--- src/rtl/boot_overlay_pkg.sv ---
package boot_overlay_pkg;

    localparam int DEF_ADDR_W = 8;
    localparam int DEF_DATA_W = 8;
    localparam int DEF_ROM_AW = 5;
    localparam int DEF_ROM_BYTES = 1 << DEF_ROM_AW;

    // Source that drives the registered read data
    typedef enum logic {
        SRC_RAM = 1'b0,
        SRC_ROM = 1'b1
    } rd_src_e;

    // Per-access decode result
    typedef struct packed {
        logic    in_window;  // address falls inside the image range
        logic    trip;       // address bit that disables the overlay
        rd_src_e src;        // selected source for this read
    } acc_dec_t;

    // Placeholder image used when no image is supplied
    function automatic logic [DEF_ROM_BYTES*DEF_DATA_W-1:0] default_image();
        logic [DEF_ROM_BYTES*DEF_DATA_W-1:0] img;
        img = '0;
        for (int k = 0; k < DEF_ROM_BYTES; k++) begin
            img[k*DEF_DATA_W +: DEF_DATA_W] = DEF_DATA_W'((k * 29 + 16'h3D) ^ (k << 3));
        end
        return img;
    endfunction

    // Decode an access against the overlay state
    function automatic acc_dec_t decode(input logic upper_zero, input logic trip_bit,
                                        input logic ovl_on);
        acc_dec_t d;
        d.in_window = upper_zero;
        d.trip      = trip_bit;
        d.src       = (ovl_on && upper_zero) ? SRC_ROM : SRC_RAM;
        return d;
    endfunction

endpackage

--- src/rtl/boot_ovl_flag.sv ---
module boot_ovl_flag (
    input  logic clk,
    input  logic rst,
    input  logic strap,
    input  logic rd_en,
    input  logic trip,
    output logic ovl_on
);
    always_ff @(posedge clk) begin
        if (rst) begin
            ovl_on <= strap;
        end else if (rd_en && trip) begin
            ovl_on <= 1'b0;
        end
    end
endmodule

--- src/rtl/boot_ovl_ram.sv ---
module boot_ovl_ram #(
    parameter int ADDR_W = 8,
    parameter int DATA_W = 8,
    localparam int DEPTH = 1 << ADDR_W
) (
    input  logic              clk,
    input  logic              rst,
    input  logic              rd_en,
    input  logic              wr_en,
    input  logic [ADDR_W-1:0] addr,
    input  logic [DATA_W-1:0] wr_data,
    output logic [DATA_W-1:0] rd_q
);
    logic [DATA_W-1:0] store [DEPTH];

    always_ff @(posedge clk) begin
        if (wr_en) begin
            store[addr] <= wr_data;
        end
    end

    // Read returns the byte held before a same-cycle write
    always_ff @(posedge clk) begin
        if (rst) begin
            rd_q <= '0;
        end else if (rd_en) begin
            rd_q <= store[addr];
        end
    end
endmodule

--- src/rtl/boot_ovl_rom.sv ---
module boot_ovl_rom #(
    parameter int ROM_AW = 5,
    parameter int DATA_W = 8,
    localparam int BYTES = 1 << ROM_AW,
    parameter logic [BYTES*DATA_W-1:0] IMAGE = '0
) (
    input  logic              clk,
    input  logic              rst,
    input  logic              rd_en,
    input  logic [ROM_AW-1:0] idx,
    output logic [DATA_W-1:0] rd_q
);
    logic [DATA_W-1:0] table_q [BYTES];

    for (genvar g = 0; g < BYTES; g++) begin : g_rom_byte
        assign table_q[g] = IMAGE[g*DATA_W +: DATA_W];
    end

    always_ff @(posedge clk) begin
        if (rst) begin
            rd_q <= '0;
        end else if (rd_en) begin
            rd_q <= table_q[idx];
        end
    end
endmodule

--- src/rtl/boot_overlay_mem.sv ---
module boot_overlay_mem
    import boot_overlay_pkg::*;
#(
    parameter int ADDR_W = DEF_ADDR_W,
    parameter int DATA_W = DEF_DATA_W,
    parameter int ROM_AW = DEF_ROM_AW,
    localparam int ROM_BYTES = 1 << ROM_AW,
    parameter logic [ROM_BYTES*DATA_W-1:0] ROM_IMAGE = default_image()
) (
    input  logic              clk,
    input  logic              rst,
    input  logic              boot_strap,
    input  logic              rd_en,
    input  logic              wr_en,
    input  logic [ADDR_W-1:0] addr,
    input  logic [DATA_W-1:0] wr_data,
    output logic [DATA_W-1:0] rd_data
);
    localparam int UPPER_W = ADDR_W - ROM_AW;

    logic              ovl_on;
    logic              trip_bit;
    logic              upper_zero;
    acc_dec_t          dec;
    rd_src_e           src_q;
    logic [DATA_W-1:0] ram_q;
    logic [DATA_W-1:0] rom_q;

    assign upper_zero = (addr[ADDR_W-1:ROM_AW] == UPPER_W'(0));
    assign trip_bit   = addr[ROM_AW];
    assign dec        = decode(upper_zero, trip_bit, ovl_on);

    boot_ovl_flag u_flag (
        .clk    (clk),
        .rst    (rst),
        .strap  (boot_strap),
        .rd_en  (rd_en),
        .trip   (dec.trip),
        .ovl_on (ovl_on)
    );

    boot_ovl_ram #(
        .ADDR_W (ADDR_W),
        .DATA_W (DATA_W)
    ) u_ram (
        .clk     (clk),
        .rst     (rst),
        .rd_en   (rd_en),
        .wr_en   (wr_en),
        .addr    (addr),
        .wr_data (wr_data),
        .rd_q    (ram_q)
    );

    boot_ovl_rom #(
        .ROM_AW (ROM_AW),
        .DATA_W (DATA_W),
        .IMAGE  (ROM_IMAGE)
    ) u_rom (
        .clk   (clk),
        .rst   (rst),
        .rd_en (rd_en),
        .idx   (addr[ROM_AW-1:0]),
        .rd_q  (rom_q)
    );

    always_ff @(posedge clk) begin
        if (rst) begin
            src_q <= SRC_RAM;
        end else if (rd_en) begin
            src_q <= dec.src;
        end
    end

    assign rd_data = (src_q == SRC_ROM) ? rom_q : ram_q;

endmodule

--- config.mk ---
export PLATFORM = sky130hd
export DESIGN_NAME = boot_overlay_mem
export DESIGN_NICKNAME = d
export VERILOG_FILES = /design/src/rtl/boot_overlay_pkg.sv /design/src/rtl/boot_ovl_flag.sv /design/src/rtl/boot_ovl_ram.sv /design/src/rtl/boot_ovl_rom.sv /design/src/rtl/boot_overlay_mem.sv
export SDC_FILE = /design/constraint.sdc
export NUM_CORES = 2
export LEC_CHECK = 0
export BUFFER_PORTS_ARGS = -buffer_cell sky130_fd_sc_hd__buf_2
export CORE_MARGIN = 2
export CORE_UTILIZATION = 45
export DETAILED_ROUTE_END_ITERATION = 7
export SLEW_MARGIN = 0
export SYNTH_ARGS = -nofsm -noshare
export SYNTH_HDL_FRONTEND = slang
export SYNTH_HIERARCHICAL = 1
export SYNTH_SLANG_ARGS = --single-unit
--- constraint.sdc ---
create_clock -name clk -period 3.9 [get_ports clk]
set_input_delay 0.585 -clock clk [delete_from_list [all_inputs] [get_ports clk]]
set_output_delay 0.585 -clock clk [all_outputs]
set_load 0.01 [all_outputs]
==> impl_metrics.env <==
export IMPL_status="complete, no violations"
export IMPL_die_w_um=428.3
export IMPL_yosysTopAreaCellShare_pct=75.95
export IMPL_reg2reg_depth=9
export IMPL_worstSkewPairLatency_ns=0.85
export IMPL_setup_worst_path_class="in2reg"
export IMPL_rows=155
export IMPL_grt_pass1_vias=41450
export IMPL_drive_gt1_share_pct=29.33
export IMPL_ys_seq_area_share_pct=76.37
export IMPL_hpwl_um=137000
export IMPL_start_kind="input pin"
export IMPL_postSynthAreaPerCell_um2=20.72
export IMPL_yosys_area_top_type="edfxtp_1"
export IMPL_cts_root_buf="clkbuf_16"
export IMPL_routabilityCongestion=0.8510
export IMPL_io_pins=29
export IMPL_wl_per_cell_um=31.03
export IMPL_drtIter0Drc=4851
export IMPL_maxCapViolations=0
export IMPL_cp_arrival_ns=4.07
export IMPL_cts_sinks=2066
export IMPL_finalNetCount=4425
export IMPL_syn_num_nets=3939
export IMPL_yosys_cell_types_count=66
export IMPL_wirelength_um=214700
export IMPL_syn_inst=3910
export IMPL_first_pass_iters=6
export IMPL_fmax_mhz=295.4
export IMPL_fillers=13870
export IMPL_holdWs_ns=0.1779
export IMPL_syn_cell_area_um2=81010
export IMPL_multi_input_area_um2=17760
export IMPL_crit_path_end_kind="register"
export IMPL_synth_async_reset_ratio_pct=0
export IMPL_hold_depth=1
export IMPL_synth_cells_most_frequent="2,049 x edfxtp_1, 470 x mux4_2, 275 x nor2_1, 195 x mux2i_1, 117 x clkbuf_1"
export IMPL_htree_levels=4
export IMPL_irDropWorstVdd_mv=0.4753
export IMPL_yosysMostFrequentCell="edfxtp_1"
export IMPL_hold_path_class="in2reg"
export IMPL_yosys_register_bits=2066
export IMPL_finalCriticalPeriod_ns=3.385
export IMPL_fp_dieH_um=428.3
export IMPL_core_area_um2=178600
export IMPL_cp_max_fo=28
export IMPL_ys_flop_type="edfxtp_1"
export IMPL_drv_slew=0
export IMPL_cp_startpoint="addr[0]"
export IMPL_rsz0062_at_grt="no"
export IMPL_syn_to_final_growth_pct=15.66
export IMPL_finalClockSkew_ns=0.04409
export IMPL_grt_pass1_wl_um=306700
export IMPL_synth_edf_count=2049
export IMPL_cts_buffer_depth=3
export IMPL_cts_clk_slew_worst_paths_ns=0.06
export IMPL_via_per_inst=6.034
export IMPL_setup_violations=0
export IMPL_setup_tns_ns=0
export IMPL_grt_util_all_layers_pct=23.30
export IMPL_gr_total_overflow=0
export IMPL_antenna_found_initial=4
export IMPL_hold_viol=0
export IMPL_powerDensity_nw_per_um2=493.4
export IMPL_regArea_um2=61870
export IMPL_portBuffers=28
export IMPL_grt_max_degree=193
export IMPL_finalCritPeriodShare_pct=86.79
export IMPL_drtAntennaViolNets=0
export IMPL_dieArea_um2=183400
export IMPL_yosysWarnings=6
export IMPL_post_route_drc_count=0
export IMPL_post_cts_buffers=0
export IMPL_initial_core_util_pct=45.36
export IMPL_hp_start="wr_data[6]"
export IMPL_vias=41740
export IMPL_p_leak_nw=30.25
export IMPL_worst_pin_slew_ns=1.228
export IMPL_cts_buffers=205
export IMPL_worstPathRequired_ns=4.59
export IMPL_cts_tree="yes"
export IMPL_synthTopCellsByArea="edfxtp_1 76%, mux4_2 13%, mux2i_1 2.4%"
export IMPL_worstReg2RegStart="u_ram/store[201][3]$_DFFE_PP_"
export IMPL_slew_headroom_pct=17.86
kinds of logic (layout without fill, tap and decap cells):
group,after synthesis,in the layout,synth area share (%)
DFF,2066,2066,76.37
adders and majority gates,8,8,0.1236
xor gates and xnor gates,2,2,0.02163
and+or+nand+nor,550,550,2.956
AOI/OAI and AO/OA,305,305,2.559
other,0,4,0
muxes,715,715,16.23
buffers and inverters,264,912,1.742
layout make-up:
class	count	share of cell area [%]
Multi-Input combinational cell	1580	18.96
Clock buffer	249	5.752
Inverter	13	0.05742
Timing Repair Buffer	530	4.845
Clock inverter	120	1.199
Sequential cell	2066	66.03
Tap cell	2355	3.145
Antenna cell	4	0.01068
path summary, 6_finish.rpt:
| path | end | slack, ns |
|---|---|---|
| min reg2reg | u_rom/rd_q[6]$_SDFFE_PP0P_ | 0.48 |
| min | u_ram/store[230][6]$_DFFE_PP_ | 0.18 |
| max | u_ram/rd_q[3]$_SDFFE_PP0P_ | 0.52 |
| max reg2reg | u_ram/rd_q[3]$_SDFFE_PP0P_ | 0.79 |
where the power goes:
group          internal, W  switching (W)  leakage, nW
Combinational     0.000913        0.00160         8.52
Clock               0.0110        0.00823         3.17
Sequential          0.0245      0.0000367         18.6
Total               0.0364        0.00987         30.3
registers in the layout, summed over array words and instances, names as in the netlist:
name and cells:
u_ram/store 2048, u_ram/rd_q 8, u_rom/rd_q 8, src_q 1
u_flag/ovl_on 1
stage by stage:
step	total power (W)	std cells	utilization, %	instance area [um^2]	setup WS [ns]
floorplan	0.02623	3910	-	81010	0.7284
global placement	0.02747	6543	48.80	87160	-0.3879
detailed placement	0.02749	6543	48.80	87160	-0.3482
CTS	0.04654	6913	52.45	93680	0.5552
global route	0.04747	6913	52.45	93680	0.5496
finish	0.04623	6917	52.46	93690	0.5152
worst max-delay path, cell delays in order:
cell and delay (ns):
buf_8 0.28, buf_12 0.21, buf_12 0.26, mux4_2 0.60, mux2i_1 0.23, o22ai_1 0.13
nor2_1 0.27, o221ai_1 0.32, buf_4 0.26, a221oi_1 0.56, buf_4 0.22, o22ai_1 0.06
repair_timing:
item | in CTS | in global routing
gates resized for setup | 0 | 0
endpoints found under the hold margin | 1 | 0
hold buffers | 1 | 0
per-layer routing:
metal	vias up	GRT usage (%)	wire [um]
met1	22230	33.57	88890
met2	1999	36.15	100300
met5	-	0	0
met4	0	7.104	6284
li1	17180	-	-
met3	329	4.638	19170
cell usage in the layout, fill, tap and decap left out, drive strengths merged, types with 17 or more instances in the layout:
cell type,n
mux4,473
a32oi,20
buf,523
nand2b,22
nor2,275
clkinv,91
nor3,56
inv,20
edfxtp,2049
o21ai,45
nand3,32
mux2,47
nand2,111
dfxtp,17
a22oi,33
clkbuf,255
bufinv,18
a21oi,51
mux2i,195
o22ai,64
(Power assumes the default switching activity.)
